<file path="src/rtl/spi_tm_pkg.sv">
package spi_tm_pkg;

  // attribute field positions (neighbour logic decodes these)
  localparam int unsigned FS_HI   = 30;
  localparam int unsigned FS_LO   = 27;
  localparam int unsigned POL_B   = 26;
  localparam int unsigned PHA_B   = 25;
  localparam int unsigned LSB_B   = 24;
  localparam int unsigned LPRE_LO = 22;
  localparam int unsigned TPRE_LO = 20;
  localparam int unsigned BPRE_LO = 16;
  localparam int unsigned LSCL_LO = 12;
  localparam int unsigned TSCL_LO = 8;
  localparam int unsigned BSCL_LO = 0;

  typedef enum logic [1:0] {
    ST_IDLE  = 2'd0,
    ST_LEAD  = 2'd1,
    ST_SHIFT = 2'd2,
    ST_TRAIL = 2'd3
  } tm_state_e;

  // clock prescaler: 2, 3, 5, 7
  function automatic logic [2:0] clk_pre(input logic [1:0] c);
    case (c)
      2'd0:    return 3'd2;
      2'd1:    return 3'd3;
      2'd2:    return 3'd5;
      default: return 3'd7;
    endcase
  endfunction

  // clock scaler: linear steps of two below code 4, powers of two above
  function automatic logic [15:0] clk_scl(input logic [3:0] c);
    logic [3:0] inc;
    inc = c + 4'd1;
    if (c < 4'd4) return {11'd0, inc, 1'b0};
    return 16'd1 << c;
  endfunction

  // delay prescaler: the odd values 1, 3, 5, 7
  function automatic logic [2:0] dly_pre(input logic [1:0] c);
    return {c, 1'b1};
  endfunction

endpackage

</file>
<file path="src/rtl/spi_tm_divsel.sv">
module spi_tm_divsel
  import spi_tm_pkg::*;
#(
  parameter int CNT_W  = 20,
  parameter int ATTR_W = 32,
  parameter int BIT_W  = 5
) (
  input  logic [ATTR_W-1:0] attr_i,
  output logic [CNT_W-1:0]  half_m1_o,
  output logic [CNT_W-1:0]  lead_m1_o,
  output logic [CNT_W-1:0]  trail_m1_o,
  output logic [BIT_W-1:0]  nbits_o,
  output logic              cpol_o,
  output logic              cpha_o,
  output logic              lsb_o
);

  logic [31:0] period, half, lead, trail;
  logic [4:0]  fs;
  logic [4:0]  nb;

  always_comb begin
    period = 32'(clk_pre(attr_i[BPRE_LO +: 2])) * 32'(clk_scl(attr_i[BSCL_LO +: 4]));
    half   = period >> 1;
    lead   = 32'(dly_pre(attr_i[LPRE_LO +: 2])) << (32'(attr_i[LSCL_LO +: 4]) + 32'd1);
    trail  = 32'(dly_pre(attr_i[TPRE_LO +: 2])) << (32'(attr_i[TSCL_LO +: 4]) + 32'd1);
    fs     = {1'b0, attr_i[FS_HI:FS_LO]};
    nb     = (fs < 5'd3) ? 5'd4 : fs + 5'd1;
  end

  assign half_m1_o  = CNT_W'(half - 32'd1);
  assign lead_m1_o  = CNT_W'(lead - 32'd1);
  assign trail_m1_o = CNT_W'(trail - 32'd1);
  assign nbits_o    = BIT_W'(nb);
  assign cpol_o     = attr_i[POL_B];
  assign cpha_o     = attr_i[PHA_B];
  assign lsb_o      = attr_i[LSB_B];

endmodule

</file>
<file path="src/rtl/spi_tm_downcnt.sv">
module spi_tm_downcnt #(
  parameter int W = 20
) (
  input  logic         clk,
  input  logic         rst,
  input  logic         load_i,
  input  logic [W-1:0] load_val_i,
  output logic         zero_o
);

  logic [W-1:0] q;

  always_ff @(posedge clk) begin
    if (rst)               q <= '0;
    else if (load_i)       q <= load_val_i;
    else if (q != '0)      q <= q - W'(1);
  end

  assign zero_o = (q == '0);

endmodule

</file>
<file path="src/rtl/spi_tm_shifter.sv">
module spi_tm_shifter #(
  parameter int MAX_BITS = 16,
  parameter int BIT_W    = 5
) (
  input  logic                clk,
  input  logic                rst,
  input  logic                load_i,
  input  logic [BIT_W-1:0]    cfg_nbits_i,
  input  logic                cfg_lsb_i,
  input  logic [MAX_BITS-1:0] tx_i,
  input  logic                drive_i,
  input  logic                samp_i,
  input  logic                clr_i,
  input  logic                miso_i,
  output logic                mosi_o,
  output logic [MAX_BITS-1:0] rx_o
);

  localparam int IDX_W = $clog2(MAX_BITS);
  localparam logic [BIT_W-1:0] ONE = BIT_W'(1);

  logic [MAX_BITS-1:0] tx_r, rx_r;
  logic [BIT_W-1:0]    nbits_r, drv_cnt, samp_cnt;
  logic                lsb_r, mosi_q;

  function automatic logic [IDX_W-1:0] bit_pos(input logic [BIT_W-1:0] k,
                                               input logic [BIT_W-1:0] n,
                                               input logic             lsb);
    logic [BIT_W-1:0] p;
    p = lsb ? k : (n - k - ONE);
    return p[IDX_W-1:0];
  endfunction

  always_ff @(posedge clk) begin
    if (rst) begin
      tx_r     <= '0;
      rx_r     <= '0;
      nbits_r  <= '0;
      lsb_r    <= 1'b0;
      drv_cnt  <= '0;
      samp_cnt <= '0;
      mosi_q   <= 1'b0;
    end else if (load_i) begin
      tx_r     <= tx_i;
      rx_r     <= '0;
      nbits_r  <= cfg_nbits_i;
      lsb_r    <= cfg_lsb_i;
      samp_cnt <= '0;
      if (drive_i) begin
        mosi_q  <= tx_i[bit_pos('0, cfg_nbits_i, cfg_lsb_i)];
        drv_cnt <= ONE;
      end else begin
        mosi_q  <= 1'b0;
        drv_cnt <= '0;
      end
    end else begin
      if (drive_i) begin
        mosi_q  <= tx_r[bit_pos(drv_cnt, nbits_r, lsb_r)];
        drv_cnt <= drv_cnt + ONE;
      end
      if (samp_i) begin
        rx_r[bit_pos(samp_cnt, nbits_r, lsb_r)] <= miso_i;
        samp_cnt <= samp_cnt + ONE;
      end
      if (clr_i) mosi_q <= 1'b0;
    end
  end

  assign mosi_o = mosi_q;
  assign rx_o   = rx_r;

  AST_DRIVE_BOUND: assert property (@(posedge clk) disable iff (rst)
    (drive_i && !load_i) |-> (drv_cnt < nbits_r));
  AST_SAMPLE_BOUND: assert property (@(posedge clk) disable iff (rst)
    (samp_i && !load_i) |-> (samp_cnt < nbits_r));

endmodule

</file>
<file path="src/rtl/spi_frame_timer.sv">
module spi_frame_timer
  import spi_tm_pkg::*;
#(
  parameter int MAX_BITS = 16,
  parameter int CNT_W    = 20,
  parameter int ATTR_W   = 32
) (
  input  logic                clk,
  input  logic                rst,
  input  logic                start_i,
  input  logic [ATTR_W-1:0]   attr_i,
  input  logic [MAX_BITS-1:0] tx_data_i,
  input  logic                miso_i,
  output logic                sck_o,
  output logic                mosi_o,
  output logic                cs_o,
  output logic [MAX_BITS-1:0] rx_data_o,
  output logic                done_o
);

  localparam int BIT_W  = $clog2(MAX_BITS + 1);
  localparam int EDGE_W = BIT_W + 1;
  localparam logic [EDGE_W-1:0] ONE_E = EDGE_W'(1);

  // decoded attribute (combinational, latched at start)
  logic [CNT_W-1:0] d_half_m1, d_lead_m1, d_trail_m1;
  logic [BIT_W-1:0] d_nbits;
  logic             d_cpol, d_cpha, d_lsb;

  spi_tm_divsel #(.CNT_W(CNT_W), .ATTR_W(ATTR_W), .BIT_W(BIT_W)) u_div (
    .attr_i     (attr_i),
    .half_m1_o  (d_half_m1),
    .lead_m1_o  (d_lead_m1),
    .trail_m1_o (d_trail_m1),
    .nbits_o    (d_nbits),
    .cpol_o     (d_cpol),
    .cpha_o     (d_cpha),
    .lsb_o      (d_lsb)
  );

  tm_state_e        st;
  logic [CNT_W-1:0] half_m1_r, trail_m1_r;
  logic [BIT_W-1:0] nbits_r;
  logic             cpol_r, cpha_r;
  logic [EDGE_W-1:0] edge_cnt_r;
  logic             sck_q, cs_q, done_q;
  logic [MAX_BITS-1:0] rx_q;

  logic             cnt_load, cnt_zero;
  logic [CNT_W-1:0] cnt_val;
  logic             take_start, edge_now, last_edge, odd_edge;
  logic [EDGE_W-1:0] edge_num;
  logic             sh_drive, sh_samp, sh_clr;
  logic [MAX_BITS-1:0] sh_rx;

  always_comb begin
    take_start = (st == ST_IDLE) && start_i;
    edge_now   = ((st == ST_LEAD) || (st == ST_SHIFT)) && cnt_zero;
    edge_num   = edge_cnt_r + ONE_E;
    odd_edge   = edge_num[0];
    last_edge  = (edge_num == {nbits_r, 1'b0});

    cnt_load = 1'b0;
    cnt_val  = '0;
    if (take_start) begin
      cnt_load = 1'b1;
      cnt_val  = d_lead_m1;
    end else if (edge_now) begin
      cnt_load = 1'b1;
      cnt_val  = last_edge ? trail_m1_r : half_m1_r;
    end

    if (take_start)    sh_drive = !d_cpha;
    else if (edge_now) sh_drive = cpha_r ? odd_edge : (!odd_edge && !last_edge);
    else               sh_drive = 1'b0;
    sh_samp = edge_now && (cpha_r ? !odd_edge : odd_edge);
    sh_clr  = (st == ST_TRAIL) && cnt_zero;
  end

  spi_tm_downcnt #(.W(CNT_W)) u_cnt (
    .clk        (clk),
    .rst        (rst),
    .load_i     (cnt_load),
    .load_val_i (cnt_val),
    .zero_o     (cnt_zero)
  );

  spi_tm_shifter #(.MAX_BITS(MAX_BITS), .BIT_W(BIT_W)) u_shift (
    .clk         (clk),
    .rst         (rst),
    .load_i      (take_start),
    .cfg_nbits_i (d_nbits),
    .cfg_lsb_i   (d_lsb),
    .tx_i        (tx_data_i),
    .drive_i     (sh_drive),
    .samp_i      (sh_samp),
    .clr_i       (sh_clr),
    .miso_i      (miso_i),
    .mosi_o      (mosi_o),
    .rx_o        (sh_rx)
  );

  always_ff @(posedge clk) begin
    if (rst) begin
      st         <= ST_IDLE;
      half_m1_r  <= '0;
      trail_m1_r <= '0;
      nbits_r    <= '0;
      cpol_r     <= 1'b0;
      cpha_r     <= 1'b0;
      edge_cnt_r <= '0;
      sck_q      <= 1'b0;
      cs_q       <= 1'b0;
      done_q     <= 1'b0;
      rx_q       <= '0;
    end else begin
      done_q <= 1'b0;
      case (st)
        ST_IDLE: begin
          sck_q <= d_cpol;
          if (start_i) begin
            half_m1_r  <= d_half_m1;
            trail_m1_r <= d_trail_m1;
            nbits_r    <= d_nbits;
            cpol_r     <= d_cpol;
            cpha_r     <= d_cpha;
            edge_cnt_r <= '0;
            cs_q       <= 1'b1;
            st         <= ST_LEAD;
          end
        end
        ST_LEAD, ST_SHIFT: begin
          if (cnt_zero) begin
            sck_q      <= ~sck_q;
            edge_cnt_r <= edge_num;
            st         <= last_edge ? ST_TRAIL : ST_SHIFT;
          end
        end
        default: begin
          if (cnt_zero) begin
            cs_q   <= 1'b0;
            done_q <= 1'b1;
            rx_q   <= sh_rx;
            st     <= ST_IDLE;
          end
        end
      endcase
    end
  end

  assign sck_o     = sck_q;
  assign cs_o      = cs_q;
  assign done_o    = done_q;
  assign rx_data_o = rx_q;

  AST_DONE_CS_LOW: assert property (@(posedge clk) disable iff (rst)
    done_o |-> !cs_o);
  AST_DONE_SINGLE: assert property (@(posedge clk) disable iff (rst)
    done_o |=> !done_o);
  AST_CS_NEEDS_START: assert property (@(posedge clk) disable iff (rst)
    $rose(cs_o) |-> $past(start_i));
  AST_SCK_AT_REST: assert property (@(posedge clk) disable iff (rst)
    (st == ST_TRAIL) |-> (sck_o == cpol_r));
  AST_MOSI_QUIET: assert property (@(posedge clk) disable iff (rst)
    !cs_o |-> !mosi_o);
  AST_EDGE_LIMIT: assert property (@(posedge clk) disable iff (rst)
    (st == ST_SHIFT) |-> (edge_cnt_r < {nbits_r, 1'b0}));
  AST_NBITS_RANGE: assert property (@(posedge clk) disable iff (rst)
    cs_o |-> ((nbits_r >= BIT_W'(4)) && (nbits_r <= BIT_W'(MAX_BITS))));

endmodule

</file>
<file path="config.mk">
export PLATFORM = sky130hd
export DESIGN_NAME = spi_frame_timer
export DESIGN_NICKNAME = d
export VERILOG_FILES = /design/src/rtl/spi_tm_pkg.sv /design/src/rtl/spi_tm_divsel.sv /design/src/rtl/spi_tm_downcnt.sv /design/src/rtl/spi_tm_shifter.sv /design/src/rtl/spi_frame_timer.sv
export SDC_FILE = /design/constraint.sdc
export NUM_CORES = 1
export LEC_CHECK = 0
export BUFFER_PORTS_ARGS = -buffer_cell sky130_fd_sc_hd__buf_2
export CORE_ASPECT_RATIO = 0.5
export CORE_MARGIN = 3
export CORE_UTILIZATION = 30
export DETAILED_ROUTE_END_ITERATION = 10
export PLACE_DENSITY = 0.52
export RECOVER_POWER = 50
export REMOVE_ABC_BUFFERS = 1
export SKIP_LAST_GASP = 1
export SYNTH_ARGS = -nofsm -noshare
export SYNTH_HDL_FRONTEND = slang
export SYNTH_SLANG_ARGS = --single-unit
export TNS_END_PERCENT = 10
</file>
<file path="constraint.sdc">
create_clock -name clk -period 15.5 [get_ports clk]
set_input_delay 3.1 -clock clk [delete_from_list [all_inputs] [get_ports clk]]
set_output_delay 3.1 -clock clk [all_outputs]
set_load 0.02 [all_outputs]
</file>
==> results.txt <==
The most common cell in the synthesized netlist is sky130_fd_sc_hd__nand2_1. The capturing element of the worst setup path was half_m1_r[17]. The run gives 9056 as the number of global-route vias before repair. The critical path is of the input pin to flop type.

The horizontal die dimension is 266 microns. The clock passes through at most 2 buffers. Entering global routing, the biggest net connects 105 pins. The core region is 32400 sq um. The post-layout net count was 1481; the share of the cycle needed by the critical path after routing was 48.2%. The post-cts sizing count was 0. STA puts the critical path data arrival time at 7.78 ns.

The first-pass iteration count of the detailed router is 8. Once the floorplan was initialized, standard cells occupied 31.2% of the core. The wire length of the first global-routing pass was 45.5 mm. The checks that failed: capacitance limit, slew limit. The area growth from synthesis to layout is 11.6%. The worst register-to-register path ends at u_cnt.q[1]. In this run the remaining antenna-violating nets after routing total 0. For this design, the sink count on the clock tree is 134.

The worst-path maximum fanout was 14; the post-DP HPWL was 20.1 mm. Summing over every cut layer, the via total after detailed routing is 9532. The worst-margin pin slew is 3.45 ns, and the least setup slack across all paths after layout is 8.04 ns. The residual DRC count is 0.

At the later pin of the worst-skew pair, clock insertion delay measures 0.43 ns. The highest ir drop seen on vdd came out at 0.0000589 V. The run gives 10100 sq um as the post-synth design cell area. The power per standard cell area works out to 112 nW/um^2. Synthesis inferred 134 register bits. The logs give 15.3% for the overall track demand over capacity in global routing and 711 for the number of violations reported at the end of detailed-routing iteration 0. By area the synthesized netlist is led by sky130_fd_sc_hd__dfxtp_1, sky130_fd_sc_hd__nand2_1, sky130_fd_sc_hd__a21oi_1. For this run, the leading register cell type out of synthesis is sky130_fd_sc_hd__dfxtp_1. Origin of the worst setup path: attr_i[2]. The startpoint identified for the worst register-to-register timing path is edge_cnt_r[0]. The logs give 1.26 mW for the post-layout total power and 72 for the I/O pin count.

The share of synthesized area in the top cell type comes to 26.5%. The leakage power is 4.39 nW. Of all cell types, the one taking the most synthesized area is sky130_fd_sc_hd__dfxtp_1. The vertical die dimension was 136 microns. Port buffering added 64 buffers. For flop-to-flop paths, the worst setup slack is 11.97 ns. For the total negative slack, the log shows 0 ns. The logs give 1 for the number of violations of the max-capacitance limit and 0 for the final setup violation count. For the routed wire length, the log shows 27.5 mm.

Buffers added to address setup during post-CTS repair amount to 0. Prior to clock tree synthesis, the placed netlist has a worst setup slack of 7.59 ns. After synthesis, the most frequently instantiated cells are sky130_fd_sc_hd__nand2_1, sky130_fd_sc_hd__dfxtp_1, sky130_fd_sc_hd__a21oi_1.

For the number of max-slew violations in the final report, the log shows 74. The root buffer cell chosen for the clock tree is sky130_fd_sc_hd__clkbuf_16. TritonCTS built the clock tree.

Setup repair after global routing left no endpoint under its margin. The cell depth of the worst hold path is 2, and the warning count from the yosys run is 0. Data on the critical path is required at its endpoint by 15.82 ns.

The clock transition at the register clock pins on the worst setup and hold paths after CTS works out to 0.06 ns. The fraction of synthesis flops using an asynchronous set or reset pin was 0%. Using the TritonRoute via totals, the vias-per-cell ratio works out to 5.26. The die covers 36100 sq um. The tools report the total placed instance area as 10700 sq um. The flow ran to the end, but the final reports show violations. The number of antenna violations at the first check in global routing came out at 0.

STA classifies the critical path startpoint as an input pin. Post-synthesis area per instance: 7.48 sq um. The number of flops mapped to enable cells by yosys works out to 0.

Total of hold buffers inserted after clock tree synthesis: 0. The category of the worst setup path capture point was a flop. Clock skew on the completed layout was measured at 0.00810 ns. The total overflow left after global routing is 0. The tools report the standard-cell row count as 46.

The number of failing hold endpoints at the final stage was 0. After detailed routing, the average wire length per cell comes to 15.2 microns. The cell count after synthesis came out at 1352. For the CTS buffer count, the log shows 17. The worst hold path belongs to the class flop to flop.

The logs give 0.876 for the routability-driven placement congestion ratio and 4 for the number of levels the H-tree was split into. Antenna cell count: 0. The final critical-path required period is 7.46 ns, and the sequential area share after synthesis is 26.5%.

The tools report the post-synthesis cell type count as 76. The worst register-to-register path has a depth of 9. Timing would allow up to 134 MHz. The fraction of final layout cells sized beyond drive strength 1 was 8.34%. After routing the design area is 11300 sq um.

Headroom to the max-slew limit: -130%.
registers in the layout, summed over array words and instances, names as in the netlist:
name / count
cpha_r: 1
cs_o: 1
done_o: 1
edge_cnt_r: 6
half_m1_r: 19
nbits_r: 5
rx_data_o: 16
sck_o: 1
st: 2
trail_m1_r: 20
u_cnt.q: 20
u_shift.drv_cnt: 4
u_shift.lsb_r: 1
u_shift.mosi_o: 1
u_shift.rx_o: 16
u_shift.samp_cnt: 4
u_shift.tx_r: 16
kinds of logic (layout without fill, tap and decap cells):
group	count (synthesis)	after routing	synth area share, %
compound gates	352	352	22.0
mux	55	55	6.09
fa+ha+maj	63	63	9.06
flops	134	134	26.5
xor+xnor	73	73	6.46
simple gates	543	543	24.8
other cells	1	2	0.0371
buf+inv	131	157	4.97
stage by stage:
stage               util [%]  std cells  hold slack [ns]
floorplan                  -       1276            0.422
global placement        33.1       1779            0.437
detailed placement      33.1       1779            0.440
CTS                     34.9       1811            0.449
global route            34.8       1811            0.467
finish                  34.8       1811            0.450
layout make-up:
cell class | count | area, sq um
clock inverter | 13 | 149
inverter | 54 | 203
timing repair buffer | 71 | 343
sequential | 134 | 2680
clock buffer | 19 | 433
fill | 3439 | 21100
tap | 432 | 541
multi-input combinational | 1088 | 6940
per-layer routing:
| metal | wire, microns | GRT usage, % | up-vias |
|---|---|---|---|
| li1 | - | - | 4823 |
| met1 | 13400 | 20.1 | 4484 |
| met2 | 12600 | 25.6 | 199 |
| met3 | 1040 | 2.97 | 26 |
| met4 | 491 | 4.41 | 0 |
| met5 | 0 | 0 | - |
where the power goes:
group          switching, mW  total (mW)  internal [mW]
sequential            0.0383       0.429          0.391
combinational          0.269       0.430          0.161
clock                  0.165       0.404          0.239
worst min-delay path by stage:
stage / startpoint / endpoint / slack [ns]
6_report: rx_data_o[4] / rx_data_o[4] / 0.45
3_5_place_dp: rx_data_o[4] / rx_data_o[4] / 0.44
5_1_grt: trail_m1_r[11] / trail_m1_r[11] / 0.47
2_1_floorplan: trail_m1_r[11] / trail_m1_r[11] / 0.42
3_3_place_gp: rx_data_o[0] / rx_data_o[0] / 0.44
4_1_cts: rx_data_o[4] / rx_data_o[4] / 0.45
worst max-delay path: stages:
cell and delay (ns):
sky130_fd_sc_hd__buf_2 0.23, sky130_fd_sc_hd__inv_1 0.16, sky130_fd_sc_hd__ha_1 0.31, sky130_fd_sc_hd__nor2_1 0.08, sky130_fd_sc_hd__a21oi_1 0.06, sky130_fd_sc_hd__or3b_2 0.51, sky130_fd_sc_hd__fa_1 0.54, sky130_fd_sc_hd__inv_1 0.04
sky130_fd_sc_hd__ha_1 0.34, sky130_fd_sc_hd__o211ai_1 0.13, sky130_fd_sc_hd__o21ai_0 0.29, sky130_fd_sc_hd__xor2_1 0.18, sky130_fd_sc_hd__nor4_1 0.45, sky130_fd_sc_hd__nand3_1 0.24, sky130_fd_sc_hd__nor3_1 0.52, sky130_fd_sc_hd__nand4_1 0.28
sky130_fd_sc_hd__a32o_1 0.31
layout by cell type (no fill, tap or decap), drive strengths merged, types with 13 or more instances in the layout:
cell,count
xor2,30
xnor2,42
clkbuf,41
buf,49
nand2b,18
a211oi,35
nor3,42
ha,46
nor2b,17
nor2,121
nor4,13
o21a,13
fa,17
inv,57
mux2i,39
a21oi,125
o21ai,67
nand3,39
nand2,221
dfxtp,134
(Power assumes the default switching activity.)
